$ cat src/rtl/pwm_timebase_pkg.sv
package pwm_timebase_pkg;

    typedef enum logic [1:0] {
        MODE_UP     = 2'd0,
        MODE_DOWN   = 2'd1,
        MODE_UPDOWN = 2'd2,
        MODE_FREEZE = 2'd3
    } cnt_mode_e;

    typedef enum logic [1:0] {
        ST_HOLD = 2'd0,
        ST_RISE = 2'd1,
        ST_FALL = 2'd2
    } dir_state_e;

    localparam int MODE_LSB  = 0;
    localparam int LOAD_BIT  = 3;
    localparam int HSDIV_LSB = 7;
    localparam int CKDIV_LSB = 10;

endpackage

$ cat src/rtl/pwm_tb_prescaler.sv
module pwm_tb_prescaler #(
    parameter int HS_W = 3,
    parameter int CK_W = 3,
    parameter int PRE_W = (1 << CK_W) - 1 + HS_W + 1
) (
    input  logic            clk,
    input  logic            rst,
    input  logic            run,
    input  logic [HS_W-1:0] hs_code,
    input  logic [CK_W-1:0] ck_code,
    output logic            tick
);

    logic [PRE_W-1:0] hs_fac;
    logic [PRE_W-1:0] factor;
    logic [PRE_W-1:0] limit;
    logic [PRE_W-1:0] pre_cnt;

    // Factor: power-of-two stage times the doubled high-speed code
    always_comb begin
        if (hs_code == '0)
            hs_fac = PRE_W'(1);
        else
            hs_fac = PRE_W'({hs_code, 1'b0});
        factor = hs_fac << ck_code;
        limit  = factor - PRE_W'(1);
    end

    assign tick = run && (pre_cnt >= limit);

    always_ff @(posedge clk) begin
        if (rst || !run)
            pre_cnt <= '0;
        else if (tick)
            pre_cnt <= '0;
        else
            pre_cnt <= pre_cnt + PRE_W'(1);
    end

    p_idle_clear_r7: assert property (@(posedge clk) disable iff (rst)
        !run |=> (pre_cnt == '0));

    p_tick_only_running_r4: assert property (@(posedge clk) disable iff (rst)
        tick |=> (pre_cnt == '0));

endmodule

$ cat src/rtl/pwm_tb_period.sv
module pwm_tb_period #(
    parameter int CNT_W = 16
) (
    input  logic             clk,
    input  logic             rst,
    input  logic             imm,
    input  logic             wr,
    input  logic [CNT_W-1:0] wdata,
    input  logic             zero_load,
    output logic [CNT_W-1:0] prd_act
);

    logic [CNT_W-1:0] prd_shadow;

    always_ff @(posedge clk) begin
        if (rst) begin
            prd_shadow <= '0;
            prd_act    <= '0;
        end else begin
            if (wr)
                prd_shadow <= wdata;
            if (wr && imm)
                prd_act <= wdata;
            else if (!imm && zero_load)
                prd_act <= prd_shadow;
        end
    end

    p_imm_load_r9: assert property (@(posedge clk) disable iff (rst)
        (wr && imm) |=> (prd_act == $past(wdata)));

    p_shadow_hold_r8: assert property (@(posedge clk) disable iff (rst)
        (!imm && !zero_load) |=> $stable(prd_act));

    p_shadow_swap_r8: assert property (@(posedge clk) disable iff (rst)
        (!imm && zero_load) |=> (prd_act == $past(prd_shadow)));

endmodule

$ cat src/rtl/pwm_tb_counter.sv
module pwm_tb_counter
    import pwm_timebase_pkg::*;
#(
    parameter int CNT_W = 16
) (
    input  logic             clk,
    input  logic             rst,
    input  cnt_mode_e        mode,
    input  logic             tick,
    input  logic [CNT_W-1:0] prd_act,
    output logic [CNT_W-1:0] cnt,
    output logic             zero_evt,
    output logic             prd_evt,
    output logic             dir_down,
    output logic             zero_load
);

    dir_state_e       state, state_n;
    logic [CNT_W-1:0] cnt_n;
    logic             step;

    // State register
    always_ff @(posedge clk) begin
        if (rst)
            state <= ST_HOLD;
        else
            state <= state_n;
    end

    // Next state and next count
    always_comb begin
        state_n = state;
        cnt_n   = cnt;
        unique case (mode)
            MODE_FREEZE: state_n = ST_HOLD;
            MODE_UP: begin
                state_n = ST_RISE;
                if (tick)
                    cnt_n = (cnt >= prd_act) ? '0 : cnt + CNT_W'(1);
            end
            MODE_DOWN: begin
                state_n = ST_FALL;
                if (tick)
                    cnt_n = (cnt == '0) ? prd_act : cnt - CNT_W'(1);
            end
            MODE_UPDOWN: begin
                if (state == ST_FALL) begin
                    if (tick) begin
                        if (cnt == '0) begin
                            state_n = ST_RISE;
                            cnt_n   = (prd_act == '0) ? '0 : CNT_W'(1);
                        end else begin
                            cnt_n = cnt - CNT_W'(1);
                        end
                    end
                end else begin
                    state_n = ST_RISE;
                    if (tick) begin
                        if (cnt >= prd_act) begin
                            state_n = ST_FALL;
                            cnt_n   = (cnt == '0) ? '0 : cnt - CNT_W'(1);
                        end else begin
                            cnt_n = cnt + CNT_W'(1);
                        end
                    end
                end
            end
            default: state_n = ST_HOLD;
        endcase
    end

    assign step      = tick && (mode != MODE_FREEZE);
    assign zero_load = step && (cnt_n == '0);

    // Output registers
    always_ff @(posedge clk) begin
        if (rst) begin
            cnt      <= '0;
            zero_evt <= 1'b0;
            prd_evt  <= 1'b0;
            dir_down <= 1'b0;
        end else begin
            cnt      <= cnt_n;
            zero_evt <= step && (cnt_n == '0);
            prd_evt  <= step && (cnt_n == prd_act);
            dir_down <= (state_n == ST_FALL);
        end
    end

    p_freeze_hold_r7: assert property (@(posedge clk) disable iff (rst)
        (mode == MODE_FREEZE) |=> ($stable(cnt) && !zero_evt && !prd_evt));

    p_event_on_tick_r6: assert property (@(posedge clk) disable iff (rst)
        (zero_evt || prd_evt) |-> $past(tick));

    p_up_step_r2: assert property (@(posedge clk) disable iff (rst)
        (mode == MODE_UP && tick && cnt < prd_act) |=> (cnt == $past(cnt) + CNT_W'(1)));

    p_down_reload_r3: assert property (@(posedge clk) disable iff (rst)
        (mode == MODE_DOWN && tick && cnt == '0) |=> (cnt == $past(prd_act)));

    p_zero_flag_r6: assert property (@(posedge clk) disable iff (rst)
        zero_evt |-> (cnt == '0));

endmodule

$ cat src/rtl/pwm_timebase.sv
module pwm_timebase
    import pwm_timebase_pkg::*;
#(
    parameter int CNT_W  = 16,
    parameter int HS_W   = 3,
    parameter int CK_W   = 3,
    parameter int CTRL_W = 16
) (
    input  logic              clk,
    input  logic              rst,
    input  logic [CTRL_W-1:0] ctrl,
    input  logic              prd_wr,
    input  logic [CNT_W-1:0]  prd_wdata,
    output logic [CNT_W-1:0]  cnt,
    output logic              zero_evt,
    output logic              prd_evt,
    output logic              dir_down
);

    localparam int PRE_W = (1 << CK_W) - 1 + HS_W + 1;

    cnt_mode_e        mode;
    logic             imm;
    logic [HS_W-1:0]  hs_code;
    logic [CK_W-1:0]  ck_code;
    logic             tick;
    logic             zero_load;
    logic [CNT_W-1:0] prd_act;
    logic             spare_unused;

    assign mode    = cnt_mode_e'(ctrl[MODE_LSB +: 2]);
    assign imm     = ctrl[LOAD_BIT];
    assign hs_code = ctrl[HSDIV_LSB +: HS_W];
    assign ck_code = ctrl[CKDIV_LSB +: CK_W];
    assign spare_unused = ^{ctrl[2], ctrl[6:4], ctrl[CTRL_W-1:CKDIV_LSB+CK_W]};

    pwm_tb_prescaler #(
        .HS_W (HS_W),
        .CK_W (CK_W),
        .PRE_W(PRE_W)
    ) u_pre (
        .clk    (clk),
        .rst    (rst),
        .run    (mode != MODE_FREEZE),
        .hs_code(hs_code),
        .ck_code(ck_code),
        .tick   (tick)
    );

    pwm_tb_period #(
        .CNT_W(CNT_W)
    ) u_prd (
        .clk      (clk),
        .rst      (rst),
        .imm      (imm),
        .wr       (prd_wr),
        .wdata    (prd_wdata),
        .zero_load(zero_load),
        .prd_act  (prd_act)
    );

    pwm_tb_counter #(
        .CNT_W(CNT_W)
    ) u_cnt (
        .clk      (clk),
        .rst      (rst),
        .mode     (mode),
        .tick     (tick),
        .prd_act  (prd_act),
        .cnt      (cnt),
        .zero_evt (zero_evt),
        .prd_evt  (prd_evt),
        .dir_down (dir_down),
        .zero_load(zero_load)
    );

endmodule

$ cat config.mk
export PLATFORM = sky130hd
export DESIGN_NAME = pwm_timebase
export DESIGN_NICKNAME = d
export VERILOG_FILES = /design/src/rtl/pwm_timebase_pkg.sv /design/src/rtl/pwm_tb_prescaler.sv /design/src/rtl/pwm_tb_period.sv /design/src/rtl/pwm_tb_counter.sv /design/src/rtl/pwm_timebase.sv
export SDC_FILE = /design/constraint.sdc
export NUM_CORES = 1
export LEC_CHECK = 0
export ABC_AREA = 0
export BUFFER_PORTS_ARGS = -buffer_cell sky130_fd_sc_hd__buf_2
export CORE_AREA = 4 4 113 115
export CTS_CLUSTER_DIAMETER = 40
export CTS_CLUSTER_SIZE = 30
export DETAILED_ROUTE_END_ITERATION = 10
export DIE_AREA = 0 0 117 119
export PLACE_DENSITY = 0.76
export SYNTH_ARGS = -nofsm -noshare
export SYNTH_HDL_FRONTEND = slang
export SYNTH_SLANG_ARGS = --single-unit
$ cat constraint.sdc
create_clock -name clk -period 8.5 [get_ports clk]
set_input_delay 1.7 -clock clk [delete_from_list [all_inputs] [get_ports clk]]
set_output_delay 1.7 -clock clk [all_outputs]
set_load 0.03 [all_outputs]
==> results_dict.tcl <==
set metrics [dict create \
    status "finished, final reports clean" \
    wl_met2_mm 7.720 \
    met1_length_mm 7.091 \
    nets 828 \
    num_antenna_cells 0 \
    worst-slew-pin-transition_ns 1.036 \
    synthTopCellsByArea "dfxtp_1 22%, ha_1 6.7%, nor2_1 6.4%, xnor2_1 4.7%, mux2i_1 4.3%" \
    grt_overflow 0 \
    ctsHoldBuffers 0 \
    rsz0062_at_grt "false" \
    yosys.area.top_type_share_pct 22.25 \
    r2r-end "u_prd.prd_act[2]" \
    die_x_um 117 \
    seq_area_frac_synth_pct 22.25 \
    path_max_fanout 18 \
    fill_cells 1133 \
    p_leak_nw 2.468 \
    post-dp-hpwl_mm 12.53 \
    yosysTopAreaCell "dfxtp_1" \
    synth_warnings 0 \
    vias 5901 \
    antenna_found_initial 0 \
    clock-sinks 64 \
    highest_layer "met4" \
    synth_edf_count 0 \
    cts_buffers 9 \
    setup_violations 0 \
    r2r_start "u_cnt.cnt[11]" \
    drt-initial-drc-count 592 \
    synthToLayoutAreaGrowth_pct 9.255 \
    netlist_area_mm2 0.005759 \
    finalSetupTns_ns 0 \
    crit_type "primary input to flip-flop" \
    clock_latency_ns 0.34 \
    die_h_um 119 \
    cts_buffer_depth 2 \
    synth_cell_types 80 \
    grt_pass1_wl_mm 28.42 \
    cp-startpoint "ctrl[8]" \
    drive_gt1_share_pct 13.17 \
    setup.worst_path.end "u_prd.prd_act[2]" \
    rrSetupSlack_ns 3.27 \
    cp-start-kind "primary input" \
    io_buffers 46 \
    multiInputGateArea_mm2 0.004128 \
    rows 40 \
    holdWs_ns 0.4859 \
    dieArea_mm2 0.01392 \
    initial_core_util_pct 48.76 \
    ys.flop_type "dfxtp_1" \
    slew_violations 0 \
    routed_wl_mm 17.48 \
    ir_drop_mv 0.1361 \
    cts_tree "built" \
    htree_num_levels 3 \
    antenna_left 0 \
    grt_pass1_vias 5592 \
    cts-resized-gates 0 \
    finalCriticalPeriod_ns 7.252 \
    core_area_mm2 0.01181 \
    grt_max_degree 55 \
    gp_congestion 1.022 \
    first_pass_iters 5 \
    fin_crit_sh_pct 85.32 \
    final_common_cell "nor2_1" \
    cap_violations 0 \
    avgSynthCellArea_um2 7.648 \
    min-delay-path-class "flip-flop to flip-flop" \
    hold_viol 0 \
    worstRegToRegCells 11 \
    syn-instance-count 753 \
    most-common-layout-cells "98 x nor2_1, 64 x dfxtp_1, 46 x buf_2, 39 x nand2_1, 36 x o21ai_0" \
    fin_skew_ns 0.004370 \
    cts_setup_buffers 0 \
    required_ns 8.74 \
    vias_per_cell 6.456 \
    post_drt_wl_per_cell_um 19.13 \
    cp.arrival_ns 7.49 \
    clock-root-buffer "clkbuf_16" \
    synth_nets 819 \
    ios 54 \
    relSlewSlack_pct 30.65 \
    ys_ff_latch 64 \
    crit_path_end_kind "flip-flop" \
    grt_usage_pct 25.48 \
    drc 0 \
    async_reset_ff_share_pct 0 \
    seqCellArea_mm2 0.001281 \
    wl_met3_mm 1.933 \
    total_power_mw 0.8917 \
    power_density_mw_per_mm2 141.7 \
    path_clk_slew_ns 0.05 \
    timing.fmax_ghz 0.1379 \
]
worst min path at each step:
stage | startpoint | to | slack (ns) | depth (start not counted)
after detailed placement | u_pre.pre_cnt[0] | u_pre.pre_cnt[0] | 0.47 | 1
after floorplan | u_pre.pre_cnt[0] | u_pre.pre_cnt[0] | 0.44 | 1
after CTS | u_pre.pre_cnt[0] | u_pre.pre_cnt[0] | 0.49 | 1
after global placement | u_pre.pre_cnt[0] | u_pre.pre_cnt[0] | 0.47 | 1
final | u_pre.pre_cnt[0] | u_pre.pre_cnt[0] | 0.49 | 1
after global routing | u_prd.prd_shadow[7] | u_prd.prd_shadow[7] | 0.52 | 2
cells by family after synthesis:
kind of cell	count (synthesis)	synth area share, %
compound gates	208	26.77
mux	30	5.323
flops	64	22.25
fa+ha+maj	31	6.735
xor+xnor	45	6.843
simple gates	290	26.00
buf+inv	85	6.083
sequential cells by signal, summed over array words and instances, names as in the netlist:
name / cells
u_pre.pre_cnt: 11
u_prd.prd_shadow: 16
u_prd.prd_act: 16
u_cnt.state: 2
u_cnt.dir_down: 1
u_cnt.prd_evt: 1
u_cnt.zero_evt: 1
u_cnt.cnt: 16
Yosys cell counts (5+ instances only):
| master | count |
|---|---|
| nor2_1 | 98 |
| dfxtp_1 | 64 |
| clkbuf_1 | 49 |
| nand2_1 | 39 |
| o21ai_0 | 36 |
| a21oi_1 | 32 |
| ha_1 | 31 |
| inv_1 | 31 |
| xnor2_1 | 31 |
| nor4_1 | 30 |
| mux2i_1 | 25 |
| nor3_1 | 24 |
| nand3_1 | 23 |
| a211oi_1 | 20 |
| o21bai_1 | 17 |
| xor2_1 | 14 |
| a211oi_2 | 10 |
| nand4_1 | 9 |
| nor2b_1 | 9 |
| and3_1 | 8 |
| nand2b_1 | 8 |
| a21o_1 | 7 |
| a31oi_1 | 7 |
| or3_1 | 7 |
| or4_1 | 7 |
| and2_1 | 6 |
| o211ai_1 | 6 |
| o21a_1 | 6 |
| o22ai_1 | 6 |
| mux2_2 | 5 |
critical path: stages:
cell      delay (ns)
buf_2           0.16
nor3_1          0.09
buf_4           0.16
mux2_2          0.28
mux2i_1         0.23
o21ai_0         0.10
nor2_1          0.15
and2_1          0.18
nand2b_1        0.08
a21oi_1         0.21
a31oi_1         0.07
ha_1            0.28
o21a_1          0.18
o21a_1          0.20
nor2_1          0.45
nor2_1          0.40
buf_4           0.26
o21a_1          0.16
a211o_1         0.36
nor3_1          0.34
nand4_4         0.33
or3_1           0.77
a211oi_1        0.34
per-stage QoR:
stage | cells | worst slack (ns) | instance area (µm²) | utilization, %
after global placement | 898 | 1.042 | 5984 | 50.67
after global routing | 914 | 0.8593 | 6292 | 53.27
after CTS | 914 | 1.276 | 6292 | 53.27
after detailed placement | 898 | 0.9837 | 5984 | 50.67
final | 914 | 1.248 | 6292 | 53.27
after floorplan | 753 | 1.930 | 5759 | -
final cells by class:
class                           count  share of cell area, %
Tap cell                          147                  2.923
Sequential cell                    64                  20.36
Inverter                           31                  1.849
Timing Repair Buffer               52                  4.375
Clock inverter                      5                 0.8749
Multi-Input combinational cell    604                  65.60
Clock buffer                       11                  4.017
metal layers:
| metal | GRT usage [%] | vias up |
|---|---|---|
| li1 | - | 2825 |
| met1 | 33.42 | 2666 |
| met2 | 37.77 | 346 |
| met3 | 7.419 | 64 |
| met4 | 12.62 | 0 |
| met5 | 0 | - |
report_power, final:
group          total [mW]  internal, mW  switching (mW)
registers           0.328         0.312          0.0153
clock network       0.373         0.241           0.132
logic               0.190        0.0710           0.119
(Power assumes the default switching activity.)
